### config.mk
export PLATFORM = sky130hd
export DESIGN_NAME = tmr_bank
export DESIGN_NICKNAME = d
export VERILOG_FILES = /design/src/rtl/tmr_bank_pkg.sv /design/src/rtl/tmr_prescaler.sv /design/src/rtl/tmr_channel.sv /design/src/rtl/tmr_regif.sv /design/src/rtl/tmr_bank.sv
export SDC_FILE = /design/constraint.sdc
export NUM_CORES = 1
export LEC_CHECK = 0
export BUFFER_PORTS_ARGS = -buffer_cell sky130_fd_sc_hd__buf_2
export CAP_MARGIN = 20
export CORE_UTILIZATION = 58
export CTS_CLUSTER_DIAMETER = 80
export DETAILED_ROUTE_END_ITERATION = 7
export PLACE_DENSITY = 0.89
export RECOVER_POWER = 25
export SLEW_MARGIN = 15
export SYNTH_ARGS = -nofsm -noshare
export SYNTH_HDL_FRONTEND = slang
export SYNTH_HIERARCHICAL = 1
export SYNTH_SLANG_ARGS = --single-unit
### constraint.sdc
create_clock -name clk -period 8.5 [get_ports clk]
set_clock_uncertainty 0.15 [all_clocks]
set_input_delay 1.275 -clock clk [delete_from_list [all_inputs] [get_ports clk]]
set_output_delay 1.275 -clock clk [all_outputs]
set_load 0.03 [all_outputs]
### src/rtl/tmr_bank_pkg.sv
package tmr_bank_pkg;

  // group base offsets (bytes); counter k sits at base + CH_STRIDE*k
  localparam int unsigned OFS_CLK = 32'h00;
  localparam int unsigned OFS_CTL = 32'h0C;
  localparam int unsigned OFS_VAL = 32'h18;
  localparam int unsigned OFS_IVL = 32'h24;
  localparam int unsigned OFS_STS = 32'h54;
  localparam int unsigned OFS_IEN = 32'h60;
  localparam int unsigned CH_STRIDE = 4;

  // clock control fields
  localparam int unsigned CLK_PEN_BIT = 0;

  // counter control fields
  localparam int unsigned CTL_STOP_BIT  = 0;
  localparam int unsigned CTL_IVL_BIT   = 1;
  localparam int unsigned CTL_RST_BIT   = 4;
  localparam int unsigned CTL_SPARE_BIT = 5;
  // stored control: {spare, bits[3:0]}; the restart bit is never stored
  localparam int unsigned CTL_W = 5;
  localparam logic [CTL_W-1:0] CTL_RESET_VAL = 5'b1_0001;

  typedef enum logic [2:0] {
    GRP_NONE,
    GRP_CLK,
    GRP_CTL,
    GRP_VAL,
    GRP_IVL,
    GRP_STS,
    GRP_IEN
  } grp_e;

endpackage

### src/rtl/tmr_prescaler.sv
module tmr_prescaler #(
  parameter int unsigned PRE_W = 4
) (
  input  logic             clk,
  input  logic             rst_n,
  input  logic             run_i,
  input  logic             restart_i,
  input  logic             pre_en_i,
  input  logic [PRE_W-1:0] pre_exp_i,
  output logic             tick_o
);

  localparam int unsigned PCW = 1 << PRE_W;

  logic [PCW-1:0] pre_q;
  logic [PCW-1:0] pre_d;
  logic [PCW-1:0] div_mask;
  logic           pre_we;

  // divide ratio 2^(E+1): terminal phase is the low E+1 bits all set
  always_comb begin
    div_mask = ~({PCW{1'b1}} << ({1'b0, pre_exp_i} + (PRE_W+1)'(1)));
    tick_o   = run_i && (!pre_en_i || (pre_q == div_mask));
  end

  always_comb begin
    pre_we = restart_i || !pre_en_i || run_i;
    if (restart_i || !pre_en_i) begin
      pre_d = '0;
    end else if (tick_o) begin
      pre_d = '0;
    end else begin
      pre_d = pre_q + PCW'(1);
    end
  end

  always_ff @(posedge clk or negedge rst_n) begin
    if (!rst_n) begin
      pre_q <= '0;
    end else if (pre_we) begin
      pre_q <= pre_d;
    end
  end


  tick_gap_chk: assert property (@(posedge clk) disable iff (!rst_n)
    (pre_en_i && tick_o) |=> (!tick_o || !pre_en_i));

endmodule

### src/rtl/tmr_channel.sv
module tmr_channel import tmr_bank_pkg::*; #(
  parameter int unsigned CNT_W = 32,
  parameter int unsigned PRE_W = 4,
  parameter int unsigned DW    = 32
) (
  input  logic          clk,
  input  logic          rst_n,
  input  logic [DW-1:0] wdata_i,
  input  logic          wr_clk_i,
  input  logic          wr_ctl_i,
  input  logic          wr_ivl_i,
  input  logic          wr_ien_i,
  input  logic          rd_sts_i,
  output logic [DW-1:0] clk_rd_o,
  output logic [DW-1:0] ctl_rd_o,
  output logic [DW-1:0] val_rd_o,
  output logic [DW-1:0] ivl_rd_o,
  output logic [DW-1:0] sts_rd_o,
  output logic [DW-1:0] ien_rd_o,
  output logic          irq_o
);

  localparam int unsigned CLK_W = PRE_W + 1;

  logic [CLK_W-1:0] clk_q, clk_d;
  logic [CTL_W-1:0] ctl_q, ctl_d;
  logic [CNT_W-1:0] ivl_q, ivl_d;
  logic [CNT_W-1:0] cnt_q, cnt_d;
  logic             sts_q, sts_d;
  logic             ien_q, ien_d;
  logic             cnt_we;
  logic             restart;
  logic             running;
  logic             wrap;
  logic             tick;
  logic             evt;

  // ---------------- configuration registers ----------------
  always_comb begin
    clk_d = wdata_i[CLK_W-1:0];
    ctl_d = {wdata_i[CTL_SPARE_BIT], wdata_i[3:0]};
    ivl_d = wdata_i[CNT_W-1:0];
    ien_d = wdata_i[0];
  end

  always_ff @(posedge clk or negedge rst_n) begin
    if (!rst_n) begin
      clk_q <= '0;
      ctl_q <= CTL_RESET_VAL;
      ivl_q <= '0;
      ien_q <= 1'b0;
    end else begin
      if (wr_clk_i) clk_q <= clk_d;
      if (wr_ctl_i) ctl_q <= ctl_d;
      if (wr_ivl_i) ivl_q <= ivl_d;
      if (wr_ien_i) ien_q <= ien_d;
    end
  end

  // ---------------- tick source ----------------
  tmr_prescaler #(.PRE_W(PRE_W)) u_pre (
    .clk       (clk),
    .rst_n     (rst_n),
    .run_i     (running),
    .restart_i (restart),
    .pre_en_i  (clk_q[CLK_PEN_BIT]),
    .pre_exp_i (clk_q[PRE_W:1]),
    .tick_o    (tick)
  );

  // ---------------- counter ----------------
  always_comb begin
    restart = wr_ctl_i && wdata_i[CTL_RST_BIT];
    running = !ctl_q[CTL_STOP_BIT];
    wrap    = ctl_q[CTL_IVL_BIT] && (cnt_q == ivl_q);
    evt     = tick && wrap && !restart;
    cnt_we  = restart || tick;
    if (restart || wrap) begin
      cnt_d = '0;
    end else begin
      cnt_d = cnt_q + CNT_W'(1);
    end
  end

  always_ff @(posedge clk or negedge rst_n) begin
    if (!rst_n) begin
      cnt_q <= '0;
    end else if (cnt_we) begin
      cnt_q <= cnt_d;
    end
  end

  // ---------------- event status ----------------
  always_comb begin
    sts_d = evt || (sts_q && !rd_sts_i);
  end

  always_ff @(posedge clk or negedge rst_n) begin
    if (!rst_n) begin
      sts_q <= 1'b0;
    end else begin
      sts_q <= sts_d;
    end
  end

  // ---------------- read views and interrupt ----------------
  always_comb begin
    clk_rd_o = DW'(clk_q);
    ctl_rd_o = DW'({ctl_q[CTL_W-1], 1'b0, ctl_q[3:0]});
    val_rd_o = DW'(cnt_q);
    ivl_rd_o = DW'(ivl_q);
    sts_rd_o = DW'(sts_q);
    ien_rd_o = DW'(ien_q);
    irq_o    = sts_q && ien_q;
  end


  stop_hold_chk: assert property (@(posedge clk) disable iff (!rst_n)
    (ctl_q[CTL_STOP_BIT] && !restart) |=> $stable(cnt_q));


  restart_zero_chk: assert property (@(posedge clk) disable iff (!rst_n)
    restart |=> (cnt_q == '0));


  free_step_chk: assert property (@(posedge clk) disable iff (!rst_n)
    (!ctl_q[CTL_STOP_BIT] && !ctl_q[CTL_IVL_BIT] && !clk_q[CLK_PEN_BIT] && !restart)
    |=> (cnt_q == $past(cnt_q) + CNT_W'(1)));


  sts_keep_chk: assert property (@(posedge clk) disable iff (!rst_n)
    evt |=> sts_q);


  sts_clear_chk: assert property (@(posedge clk) disable iff (!rst_n)
    (rd_sts_i && !evt) |=> !sts_q);

endmodule

### src/rtl/tmr_regif.sv
module tmr_regif import tmr_bank_pkg::*; #(
  parameter int unsigned NUM_CH = 3,
  parameter int unsigned ADDR_W = 8,
  parameter int unsigned DW     = 32
) (
  input  logic                       wr_en_i,
  input  logic                       rd_en_i,
  input  logic [ADDR_W-1:0]          addr_i,
  input  logic [NUM_CH-1:0][DW-1:0]  clk_rd_i,
  input  logic [NUM_CH-1:0][DW-1:0]  ctl_rd_i,
  input  logic [NUM_CH-1:0][DW-1:0]  val_rd_i,
  input  logic [NUM_CH-1:0][DW-1:0]  ivl_rd_i,
  input  logic [NUM_CH-1:0][DW-1:0]  sts_rd_i,
  input  logic [NUM_CH-1:0][DW-1:0]  ien_rd_i,
  output logic [NUM_CH-1:0]          wr_clk_o,
  output logic [NUM_CH-1:0]          wr_ctl_o,
  output logic [NUM_CH-1:0]          wr_ivl_o,
  output logic [NUM_CH-1:0]          wr_ien_o,
  output logic [NUM_CH-1:0]          rd_sts_o,
  output logic [DW-1:0]              rdata_o
);

  localparam int unsigned CH_IW = (NUM_CH > 1) ? $clog2(NUM_CH) : 1;

  grp_e             hit_grp;
  logic [CH_IW-1:0] hit_ch;

  always_comb begin
    hit_grp = GRP_NONE;
    hit_ch  = '0;
    for (int c = 0; c < NUM_CH; c++) begin
      if (addr_i == ADDR_W'(OFS_CLK + CH_STRIDE * c)) begin hit_grp = GRP_CLK; hit_ch = CH_IW'(c); end
      if (addr_i == ADDR_W'(OFS_CTL + CH_STRIDE * c)) begin hit_grp = GRP_CTL; hit_ch = CH_IW'(c); end
      if (addr_i == ADDR_W'(OFS_VAL + CH_STRIDE * c)) begin hit_grp = GRP_VAL; hit_ch = CH_IW'(c); end
      if (addr_i == ADDR_W'(OFS_IVL + CH_STRIDE * c)) begin hit_grp = GRP_IVL; hit_ch = CH_IW'(c); end
      if (addr_i == ADDR_W'(OFS_STS + CH_STRIDE * c)) begin hit_grp = GRP_STS; hit_ch = CH_IW'(c); end
      if (addr_i == ADDR_W'(OFS_IEN + CH_STRIDE * c)) begin hit_grp = GRP_IEN; hit_ch = CH_IW'(c); end
    end
  end

  // the count group has no write strobe: writes there fall away
  always_comb begin
    for (int c = 0; c < NUM_CH; c++) begin
      wr_clk_o[c] = wr_en_i && (hit_grp == GRP_CLK) && (hit_ch == CH_IW'(c));
      wr_ctl_o[c] = wr_en_i && (hit_grp == GRP_CTL) && (hit_ch == CH_IW'(c));
      wr_ivl_o[c] = wr_en_i && (hit_grp == GRP_IVL) && (hit_ch == CH_IW'(c));
      wr_ien_o[c] = wr_en_i && (hit_grp == GRP_IEN) && (hit_ch == CH_IW'(c));
      rd_sts_o[c] = rd_en_i && (hit_grp == GRP_STS) && (hit_ch == CH_IW'(c));
    end
  end

  always_comb begin
    case (hit_grp)
      GRP_CLK: rdata_o = clk_rd_i[hit_ch];
      GRP_CTL: rdata_o = ctl_rd_i[hit_ch];
      GRP_VAL: rdata_o = val_rd_i[hit_ch];
      GRP_IVL: rdata_o = ivl_rd_i[hit_ch];
      GRP_STS: rdata_o = sts_rd_i[hit_ch];
      GRP_IEN: rdata_o = ien_rd_i[hit_ch];
      default: rdata_o = '0;
    endcase
  end


  strobe_onehot_chk: assert final ($onehot0({wr_clk_o, wr_ctl_o, wr_ivl_o, wr_ien_o, rd_sts_o}));

endmodule

### src/rtl/tmr_bank.sv
module tmr_bank import tmr_bank_pkg::*; #(
  parameter int unsigned NUM_CH = 3,
  parameter int unsigned CNT_W  = 32,
  parameter int unsigned PRE_W  = 4,
  parameter int unsigned ADDR_W = 8,
  parameter int unsigned DW     = 32
) (
  input  logic              clk,
  input  logic              rst_n,
  input  logic              psel,
  input  logic              penable,
  input  logic              pwrite,
  input  logic [ADDR_W-1:0] paddr,
  input  logic [DW-1:0]     pwdata,
  output logic [DW-1:0]     prdata,
  output logic [NUM_CH-1:0] irq
);

  logic [1:0] rst_sync_q;
  logic       rst_n_int;
  logic       wr_en;
  logic       rd_en;

  logic [NUM_CH-1:0][DW-1:0] clk_rd, ctl_rd, val_rd, ivl_rd, sts_rd, ien_rd;
  logic [NUM_CH-1:0]         wr_clk, wr_ctl, wr_ivl, wr_ien, rd_sts;

  // asynchronous assert, synchronous release
  always_ff @(posedge clk or negedge rst_n) begin
    if (!rst_n) begin
      rst_sync_q <= 2'b00;
    end else begin
      rst_sync_q <= {rst_sync_q[0], 1'b1};
    end
  end

  always_comb begin
    rst_n_int = rst_sync_q[1];
    wr_en     = psel && penable && pwrite;
    rd_en     = psel && penable && !pwrite;
  end

  tmr_regif #(.NUM_CH(NUM_CH), .ADDR_W(ADDR_W), .DW(DW)) u_regif (
    .wr_en_i  (wr_en),
    .rd_en_i  (rd_en),
    .addr_i   (paddr),
    .clk_rd_i (clk_rd),
    .ctl_rd_i (ctl_rd),
    .val_rd_i (val_rd),
    .ivl_rd_i (ivl_rd),
    .sts_rd_i (sts_rd),
    .ien_rd_i (ien_rd),
    .wr_clk_o (wr_clk),
    .wr_ctl_o (wr_ctl),
    .wr_ivl_o (wr_ivl),
    .wr_ien_o (wr_ien),
    .rd_sts_o (rd_sts),
    .rdata_o  (prdata)
  );

  for (genvar g = 0; g < NUM_CH; g++) begin : g_ch
    tmr_channel #(.CNT_W(CNT_W), .PRE_W(PRE_W), .DW(DW)) u_ch (
      .clk      (clk),
      .rst_n    (rst_n_int),
      .wdata_i  (pwdata),
      .wr_clk_i (wr_clk[g]),
      .wr_ctl_i (wr_ctl[g]),
      .wr_ivl_i (wr_ivl[g]),
      .wr_ien_i (wr_ien[g]),
      .rd_sts_i (rd_sts[g]),
      .clk_rd_o (clk_rd[g]),
      .ctl_rd_o (ctl_rd[g]),
      .val_rd_o (val_rd[g]),
      .ivl_rd_o (ivl_rd[g]),
      .sts_rd_o (sts_rd[g]),
      .ien_rd_o (ien_rd[g]),
      .irq_o    (irq[g])
    );
  end

endmodule

* Word level (Yosys, flattened, before mapping)
Index checks and enable logic that the tools add are counted.
** Cells by class
- $add $sub $neg :: 9
- Multipliers :: 0
- Div/mod/pow operators :: 0
- $lt $le $gt $ge :: 1
- Equality and inequality tests :: 31
- Shift-type cells :: 3
- Mux-type cells :: 52
- Bitwise gates (word level) :: 3
- Reductions and logical operators :: 77
** Operator list (count)
- $bmux 32 s2 :: 6
- $mux 32 :: 9
- $pmux 32 s6 :: 1
- $add 32x1->32 const B :: 3
- $eq 32x32->1 :: 3
- $mux 16 :: 6
- $add 16x1->16 const B :: 3
- $eq 16x16->1 :: 3
- $eq 8x7->1 const B :: 6
- $mux 3 :: 16
- $not 16->16 :: 3
- $shl 16x5->16 const A :: 3
- $logic_and 1x1->1 :: 44
- $eq 8x5->1 const B :: 4
- $eq 8x6->1 const B :: 4
- $logic_or 1x1->1 :: 18
- $eq 8x4->1 const B :: 2
- $add 4x1->5 const B :: 3
- $mux 2 :: 7
- $logic_not 1->1 :: 13
- $eq 3x3->1 const B :: 3
- $eq 8x3->1 const B :: 1
- $logic_not 8->1 :: 1
- $mux 1 :: 7
- other kinds (6) :: 7
** Storage, ports and cells
- Bits in registers :: 278
- Latch bits :: 0
- Memory bits (writable) :: 0
- Memory bits (read-only) :: 0
- Input port bits :: 45
- Output and inout bits :: 35
- Logic and storage cells :: 198
- Memories :: 0

* Logic depth before layout (Yosys ltp)
Gate-level depths: netlist (run 1).
- Depth in word-level cells :: 26
- Depth in mapped cells :: 18
- Gate-level depth less buffers :: 13

* Modules after synthesis
Netlist (run 1), hierarchy kept.
** Modules (own cells, without submodules)
- tmr_channel :: times used 3, cells each 435, area each 4571.9 µm², seq. area each 1904.3 µm²
- tmr_regif :: times used 1, cells each 664, area each 4404.2 µm², seq. area each 0.0 µm²
- tmr_prescaler :: times used 3, cells each 184, area each 1410.1 µm², seq. area each 400.4 µm²
- tmr_bank :: times used 1, cells each 5, area each 70.1 µm², seq. area each 50.0 µm²

* Worst setup path before layout (run 1)
OpenSTA, ideal clock, no wires.
- Path kind :: in2out
- Start point :: in paddr[6]
- End point :: out prdata[0]
- Arrival time :: 3.600 ns
- Data required time :: 7.075 ns
- Setup slack :: 3.475 ns
- Cell stages on the path :: 10
- Buffers on the path :: 3
- Cells stage by stage :: buf_2 -> or4b_4 -> a31oi_4 -> o21a_1 -> buf_4 -> nor2_2 -> buf_6 -> a222oi_1 -> o221ai_1 -> or4_1
** Between the ends
- Longest elaborated chain between the ends :: 21
- Elaborated cells on any way between the ends :: 67
- Classes of those cells :: eq/ne: 23; mux: 43; reduce/logical: 1
** RTL lines
- start, declared :: line tmr_bank.sv:13 : input logic [ADDR_W-1:0] paddr,
- $logic_not 8->1 :: line tmr_regif.sv:32 : if (addr_i == ADDR_W'(OFS_CLK + CH_STRIDE * c)) begin hit_grp = GRP_CLK; hit_ch = CH_IW'(c); end
- $mux 1 :: line tmr_regif.sv:32
- $mux 2 :: line tmr_regif.sv:33 : if (addr_i == ADDR_W'(OFS_CTL + CH_STRIDE * c)) begin hit_grp = GRP_CTL; hit_ch = CH_IW'(c); end
- $mux 3 :: line tmr_regif.sv:34 : if (addr_i == ADDR_W'(OFS_VAL + CH_STRIDE * c)) begin hit_grp = GRP_VAL; hit_ch = CH_IW'(c); end
- $mux 3 :: line tmr_regif.sv:35 : if (addr_i == ADDR_W'(OFS_IVL + CH_STRIDE * c)) begin hit_grp = GRP_IVL; hit_ch = CH_IW'(c); end
- $mux 3 :: line tmr_regif.sv:36 : if (addr_i == ADDR_W'(OFS_STS + CH_STRIDE * c)) begin hit_grp = GRP_STS; hit_ch = CH_IW'(c); end
- $mux 3 :: line tmr_regif.sv:37 : if (addr_i == ADDR_W'(OFS_IEN + CH_STRIDE * c)) begin hit_grp = GRP_IEN; hit_ch = CH_IW'(c); end
- $mux 3 :: line tmr_regif.sv:32
- [... 5 more ...]
- $mux 3 :: line tmr_regif.sv:32
- $mux 3 :: line tmr_regif.sv:33
- $mux 3 :: line tmr_regif.sv:34
- $mux 3 :: line tmr_regif.sv:35
- $mux 3 :: line tmr_regif.sv:36
- $mux 3 :: line tmr_regif.sv:37
- $eq 3x3->1, or another cell as far along :: line tmr_regif.sv:53 : case (hit_grp)
- $pmux 32 s6 * :: line tmr_regif.sv:53
- end, declared :: line tmr_bank.sv:15 : output logic [DW-1:0] prdata,
Every way passes the cells marked *; elsewhere a longest branch is shown, timed or not. The select of a mux whose other input is x is not followed.

* Final worst setup path (run 1)
- Start point :: in paddr[5]
- End point :: out prdata[3]
The elaborated chain is that of the path after synthesis.

==> results of run 1 <==
[metal layers]
layer  routed length (microns)  track usage  up-vias
li1                          -            -     8455
met1                     25800        0.443     9344
met2                     30700        0.542     1085
met3                      6120       0.0534      248
met4                      4260        0.189        0
met5                         0            0        -
[logic make-up after synthesis]
logic type               count (synthesis)  synth area share
AO/OA/AOI/OAI                          565             0.192
XOR/XNOR                               207            0.0809
buffers and inverters                  576             0.168
AND/OR/NAND/NOR                        746             0.172
other                                    4          0.000669
multiplexers                           135            0.0673
adder cells (fa/ha/maj)                 15           0.00837
flip-flops                             278             0.311
[placed cells by master (no fill, tap or decap), types with 50 or more instances in the layout]
cell / Yosys / layout
xor2_1: 77 / 77
nor2_1: 147 / 143
mux2_2: 126 / 126
buf_2: 51 / 78
dfrtp_1: 272 / 272
xnor2_1: 130 / 130
nand3_1: 73 / 73
a22oi_1: 136 / 136
nand2_1: 216 / 216
conb_1: 4 / 349
a21oi_1: 89 / 89
inv_1: 50 / 50
[worst paths after layout]
check	cells past startpoint	slack, ps	endpoint	startpoint
setup reg to reg	2	2100	g_ch[1].u_ch/val_rd_o[22]	rst_sync_q[1]
setup / recovery	11	2080	prdata[3]	paddr[5]
min in group asynchronous	1	350	rst_sync_q[0]	rst_n
hold / removal	0	230	rst_sync_q[1]	rst_sync_q[0]
max in group asynchronous	2	2100	g_ch[1].u_ch/val_rd_o[22]	rst_sync_q[1]
hold reg to reg	0	230	rst_sync_q[1]	rst_sync_q[0]
[layout make-up]
cell class                 count  share of cell area
antenna                        3            0.000333
clock buffer                  38              0.0378
clock inverter                18              0.0135
inverter                      50             0.00832
multi-input combinational   2017               0.577
sequential                   278               0.309
tap                          511              0.0284
timing repair buffer         104              0.0255
[state kept, by name, summed over array words and instances (netlist names)]
| signal | count |
|---|---|
| g_ch.u_ch/val_rd_o | 96 |
| g_ch.u_ch/clk_q | 15 |
| rst_sync_q | 2 |
| g_ch.u_ch/u_pre/pre_q | 48 |
| g_ch.u_ch/ctl_q | 15 |
| g_ch.u_ch/ien_q | 3 |
| g_ch.u_ch/sts_q | 3 |
| g_ch.u_ch/ivl_rd_o | 96 |
[where the power goes]
part	switching [mW]	total [mW]	internal, mW	leakage, nW
clock	0.570	1.52	0.951	0.562
sequential	0.0707	1.43	1.36	3.82
combinational	0.229	0.349	0.120	5.75
[critical path, delay by kind of cell]
family                 cells  cell delay, ps
AND/OR/NAND/NOR            3            1380
AO/OA/AOI/OAI              4             870
buffers and inverters      4            1420
[cell usage after synthesis, types with 23 or more instances]
cell,n
xor2_1,77
nand3_1,73
xnor2_1,130
nor2_1,147
a21oi_1,89
o22ai_1,28
o21ai_0,44
nor4_1,46
o221ai_1,24
buf_6,26
inv_1,50
nor3_1,42
mux2_2,126
dfrtp_1,272
a22oi_1,136
or4_1,33
and3_1,30
nand2_1,216
nand4_1,45
buf_4,359
clkbuf_1,74
a222oi_1,23
buf_2,51
a221o_1,28
a22o_1,46
[stage by stage]
step | setup WS, ps | cells | power [mW] | util
floorplan | 39.2 | 2871 | 1.79 | -
global placement | 2170 | 2959 | 1.77 | 0.565
detailed placement | 2140 | 2959 | 1.78 | 0.565
CTS | 2110 | 3015 | 3.29 | 0.596
global route | 1000 | 3019 | 3.39 | 0.596
finish | 2080 | 3019 | 3.30 | 0.596
==> summary.txt, run 1 <==
Status
  • Outcome: finished with violations
  • Failing checks: capacitance limit, slew limit

Synthesis
  • Main synth FF type: dfrtp_1
  • Area fraction of the dominant cell type after synthesis: 0.304
  • YS warnings: 6
  • Async S/R FF share, synth: 1.00
  • EDFF count, synth: 0
  • Syn avg cell area: 8.88 sq um
  • Synth Register Bits: 278
  • Area contributors post-synth: dfrtp_1 30%, buf_4 12%, mux2_2 6.3%
  • Sequential area share after synthesis: 0.311
  • Syn Inst Count: 2,526
  • Post-synth top area cell: dfrtp_1
  • Post-Syn Area: 22,400 sq um
  • Distinct cells, synth: 79

Die
  • Die Ht: 199 microns
  • # IOs: 80
  • Die X: 199 microns
  • Initial Util: 0.592
  • Core area: 37,800 sq um
  • Row count: 71
  • Die Area: 39,400 sq um

Critical path
  • CP max stage delay: 630 ps
  • Crit. End Element: output pin
  • Arr. time, crit path: 5000 ps
  • Critical Path RT: 7070 ps
  • Worst-path cell chain: buf_2 > or4b_4 > a31oi_4 > o21a_2 > buf_4 > nor2_4 > buf_4 > a222oi_1 > o221ai_1 > or4_1 > buf_2
  • WS Path Type: in2out
  • CP Launch Type: input pin
  • Critical-path top delay cell: buf_4
  • Critical path peak fanout: 66

Global routing
  • Vias in the first global route: 18,262
  • Overflow after GRT: 0
  • Gr usage total: 0.340
  • Antenna violations before repair: 3
  • First-pass GRT wire length: 104,000 microns
  • Pin count of the biggest net entering global routing: 96

Flow run
  • # Max-Cap Violations: 2

Route
  • Remaining DRCs: 0
  • WL final: 66,900 microns
  • DRT Pass-1 Iters: 8
  • DR vias: 19,132
  • Antenna viol nets, final: 0
  • Post-DR wirelength/cell: 22.2 microns
  • DRT iter0 DRCs: 2,267
  • Avg Vias per Cell: 6.34

Layout
  • Area occupied by multi-input gates: 13,000 sq um
  • Fraction of layout cells with a size suffix above 1: 0.133
  • Final #Nets: 2,541
  • Finished Cell Area: 22,600 sq um
  • FF/Latch Area: 6960 sq um
  • # fillers: 3,225
  • Area Overhead vs Synth: 0.580%

Clocking
  • Clock root cell: clkbuf_16
  • CTS Buf Count: 30
  • Insertion delay to the later sink of the worst-skew pair: 570 ps
  • Hold Buf Count CTS: 0
  • Clock sinks: 278
  • Max Buffers Root-to-Sink: 3
  • CTS tree: yes
  • Clock transition at path regs: 60 ps
  • Setup Buffers After CTS: 0
  • CTS resizes: 0
  • H-tree levels: 1

Placed design
  • I/O Buffers: 79
  • Final HPWL DP: 47,100 microns
  • DP Area: 21,400 sq um
  • RePlAce Congestion: 0.993

STA
  • Worst-margin pin slew: 3400 ps
  • Setup TNS Final: 0 ps
  • Count of final setup violators: 0
  • RSZ-0062 raised after global routing: false
  • Final Hold Viols: 0
  • Min Hold Slack: 235 ps
  • Max Freq: 0.156 GHz
  • Crit path time final: 6420 ps
  • Slew Viols, Final: 132
  • Slew headroom: -1.27
  • Tcrit/Tclk final: 0.755

Min path
  • Worst min-delay path class: reg2reg

Power and ir drop
  • Static Leak: 10.1 nW
  • PwrDens: 146 nW/um^2
  • Max IR drop VDD: 0.000233 V
Note: power is estimated with default switching activity, not from simulation.
==> run 2: changes to the inputs <==
--- a/config.mk
+++ b/config.mk
@@ -5,6 +5,7 @@
 export SDC_FILE = /design/constraint.sdc
 export NUM_CORES = 1
 export LEC_CHECK = 0
+export ABC_AREA = 1
 export BUFFER_PORTS_ARGS = -buffer_cell sky130_fd_sc_hd__buf_2
 export CAP_MARGIN = 20
 export CORE_UTILIZATION = 58
==> constraint.sdc (replaced) <==
create_clock -name clk -period 5.47 [get_ports clk]
set_clock_uncertainty 0.15 [all_clocks]
set_input_delay 0.8205 -clock clk [delete_from_list [all_inputs] [get_ports clk]]
set_output_delay 0.8205 -clock clk [all_outputs]
set_load 0.03 [all_outputs]
==> run 2 against run 1 <==
  * The flow still finishes with violations (capacitance limit, slew limit)
  * First-iteration DRC count is 23% higher
  * Global-route usage is 1.7 points lower
  * Worst setup slack worse by 1000 ps
  * Sequential power is 55% higher
  * Largest cell class unchanged
==> summary.txt, run 2 <==
Global routing
  • Vias in the first global route: 22,191 (+22%)
  • Gr usage total: 0.323 (-0.0170)
  • Overflow after GRT: 0 (unchanged)
  • First-pass GRT wire length: 116,000 microns (+11%)
  • Pin count of the biggest net entering global routing: 130 (+35%)
  • Antenna violations before repair: 2 (-1)

Synthesis
  • Most common cell in the netlist: nand2_1
  • Synth cell count leaders: 1,461 x nand2_1, 383 x nand3_1, 366 x buf_4, 366 x inv_1, 323 x nor2_1
  • Main synth FF type: dfrtp_1
  • Synth Register Bits: 278 (unchanged)
  • Post-synth top area cell: dfrtp_1
  • YS warnings: 6 (unchanged)
  • Syn avg cell area: 6.31 sq um (-29%)
  • EDFF count, synth: 0 (unchanged)
  • Distinct cells, synth: 39 (-51%)
  • Post-Syn Area: 25,800 sq um (+15%)
  • Area fraction of the dominant cell type after synthesis: 0.264 (-0.0397)
  • Area contributors post-synth: dfrtp_1 26%, nand2_1 21%, buf_4 11%
  • Async S/R FF share, synth: 1.00 (unchanged)
  • Sequential area share after synthesis: 0.270 (-0.0406)
  • Syn Inst Count: 4,085 (+62%)

Power and ir drop
  • Sw Share: 0.293 (+0.0292)
  • Static Leak: 13.9 nW (+38%)
  • Clock Power Share: 0.411 (-0.050)
  • Max IR drop VDD: 0.000222 V (-4.6%)
  • Net Switching: 1.47 mW (+69%)
  • Reg power frac: 0.442 (+0.009)
  • PwrDens: 194 nW/um^2 (+32%)
  • Comb pwr share: 0.147 (+0.041)
  • Internal: 3.55 mW (+46%)

Route
  • Post-DR wirelength/cell: 15.5 microns (-30%)
  • DR vias: 24,467 (+28%)
  • WL final: 72,600 microns (+8.5%)
  • Antenna viol nets, final: 0 (unchanged)
  • DRT iter0 DRCs: 2,791 (+23%)
  • Remaining DRCs: 0 (unchanged)
  • DRT Pass-1 Iters: 8 (unchanged)
  • Avg Vias per Cell: 5.23 (-17%)

Critical path
  • WS Path Type: in2out
  • Critical Path RT: 4500 ps (-2570 ps)
  • Critical path peak fanout: 70 (+6.1%)
  • Buffers and inverters on the worst path: 4 (unchanged)
  • Crit. End Element: output pin
  • CP Launch Type: input pin
  • Worst-path cell chain: buf_2 > inv_1 > nand2_1 > nor2_1 > nand2_1 > nand4_1 > nor2_1 > nand4_1 > buf_4 > nand2_1 > nor2_1 > nor2_1 > nand2_1 > buf_2
  • Arr. time, crit path: 3420 ps (-1580 ps)
  • Kind of cell adding the most delay to the critical path: simple AND/OR/NAND/NOR gates
  • Critical-path top delay cell: buf_4
  • CP max stage delay: 650 ps (+20 ps)

STA
  • Setup TNS Final: 0 ps (unchanged)
  • Crit path time final: 4390 ps
  • Slew headroom: -1.23 (+0.0401)
  • Worst-margin pin slew: 3340 ps (-60.2 ps)
  • Count of final setup violators: 0 (unchanged)
  • Tcrit/Tclk final: 0.802
  • Slew Viols, Final: 194 (+47%)
  • Max Freq: 0.228 GHz
  • RSZ-0062 raised after global routing: false
  • Final Hold Viols: 0 (unchanged)

Clocking
  • Setup Buffers After CTS: 0 (unchanged)
  • H-tree levels: 1 (unchanged)
  • CTS tree: yes
  • Clock sinks: 278 (unchanged)
  • Max Buffers Root-to-Sink: 3 (unchanged)
  • Clock root cell: clkbuf_16
  • Clock transition at path regs: 50 ps (about the same)
  • Insertion delay to the later sink of the worst-skew pair: 580 ps (about the same)
  • CTS Buf Count: 31 (+3.3%)

Layout
  • # fillers: 4,001 (+24%)
  • Fraction of layout cells with a size suffix above 1: 0.0969 (-0.0365)
  • Area Overhead vs Synth: 0.679% (about the same)
  • Leading cell types in the layout, fill and taps excluded: 1,461 x nand2_1, 383 x nand3_1, 366 x inv_1
  • Final #Nets: 4,126 (+62%)
  • Commonest non-fill, non-tap cell in the layout: nand2_1
  • Layout Utilization: 0.598 (+0.00167)

Die
  • Core area: 43,500 sq um (+15%)
  • # IOs: 80 (unchanged)
  • Die X: 213 microns (+7.2%)
  • Row count: 76 (+7.0%)
  • Die Area: 45,300 sq um (+15%)
  • Initial Util: 0.594 (+0.00107)
  • Die Ht: 213 microns (+7.2%)

Placed design
  • Final HPWL DP: 53,800 microns (+14%)
  • RePlAce Congestion: 1.09 (+10%)
  • I/O Buffers: 79 (unchanged)

Min path
  • Worst min-delay path class: reg2async

Status
  • Outcome: finished with violations
  • Failing checks: capacitance limit, slew limit

Flow run
  • # Max-Cap Violations: 2 (unchanged)
run 2: through the flow:
step | setup slack, ps | total power, mW | hold WS (ps) | instances | area (sq um)
finish | 1080 | 5.03 | 44.7 | 4677 | 26000
global route | 729 | 5.23 | 98.5 | 4673 | 26000
CTS | 1180 | 5.01 | 23.2 | 4673 | 26000
detailed placement | 1180 | 2.96 | 20.9 | 4617 | 25000
global placement | 1170 | 2.95 | 17.8 | 4617 | 25000
floorplan | 770 | 2.94 | 181 | 4430 | 27100
run 2: logic make-up (layout without fill, tap and decap cells):
kind of cell | count (synthesis) | count (layout) | synth area share
buffers and inverters | 902 | 560 | 0.197
adder cells (fa/ha/maj) | 15 | 15 | 0.00728
AO/OA/AOI/OAI | 331 | 331 | 0.0677
flip-flops | 278 | 278 | 0.270
multiplexers | 51 | 51 | 0.0223
AND/OR/NAND/NOR | 2408 | 2408 | 0.403
other | 4 | 353 | 0.000582
XOR/XNOR | 96 | 96 | 0.0326
run 2: area by class of cell:
type	count	area, sq um	share of cell area
diodes	4	10.0	0.000385
inverters	384	1440	0.0555
repair buffers	121	718	0.0277
multi-input cells	3250	15100	0.582
clock inverters	9	76.3	0.00294
well taps	585	732	0.0282
flip-flops and latches	278	6960	0.268
clock buffers	46	922	0.0355
run 2: power groups by stage:
stage | registers, mW | logic (mW) | clock network, mW
finish | 2.22 | 0.741 | 2.06
global route | 2.23 | 0.838 | 2.16
CTS | 2.22 | 0.715 | 2.08
detailed placement | 2.25 | 0.709 | 0
global placement | 2.25 | 0.699 | 0
floorplan | 2.25 | 0.695 | 0
run 2: worst paths after layout:
| check | slack, ps | start | cells past startpoint | to |
|---|---|---|---|---|
| setup / recovery | 1080 | paddr[7] | 14 | prdata[2] |
| max in group asynchronous | 1580 | rst_sync_q[1] | 1 | g_ch[2].u_ch/ivl_rd_o[12] |
| setup reg to reg | 1390 | g_ch[1].u_ch/clk_q[2] | 24 | g_ch[1].u_ch/val_rd_o[29] |
| hold reg to reg | 40 | rst_sync_q[1] | 0 | g_ch[2].u_ch/u_pre/pre_q[5] |
| min in group clk | 200 | rst_sync_q[0] | 0 | rst_sync_q[1] |
| hold / removal | 40 | rst_sync_q[1] | 0 | g_ch[2].u_ch/u_pre/pre_q[5] |
run 2: repair_timing:
action | in CTS | in global routing
endpoints found under the setup margin | 0 | 0
hold buffers | 1 | 0
endpoints found under the hold margin | 2 | 0
resized for setup | 0 | 0
run 2: worst reg2reg max path, stage by stage (launching register included):
cell and delay [ps]:
dfrtp_1 480, ha_1 300, ha_1 340, inv_1 80, o21ai_0 330, inv_1 120
nand2_2 70, nand2_1 50, nand2_1 100, nand3_1 80, nor2_1 90, nand3_1 100
nand2_1 80, nand2_2 200, inv_1 110, inv_1 80, nand2_4 260, buf_4 280
inv_2 60, nor2_1 90, nand4_1 190, nor2_1 140, nand2_1 60, nand2_1 80
a21oi_1 40
run 2: per-layer routing:
layer	track usage	vias up	share of wire
met5	0	-	0
met4	0.105	0	0.030
met3	0.115	157	0.14
met2	0.482	1249	0.42
met1	0.434	10981	0.41
li1	-	12080	-
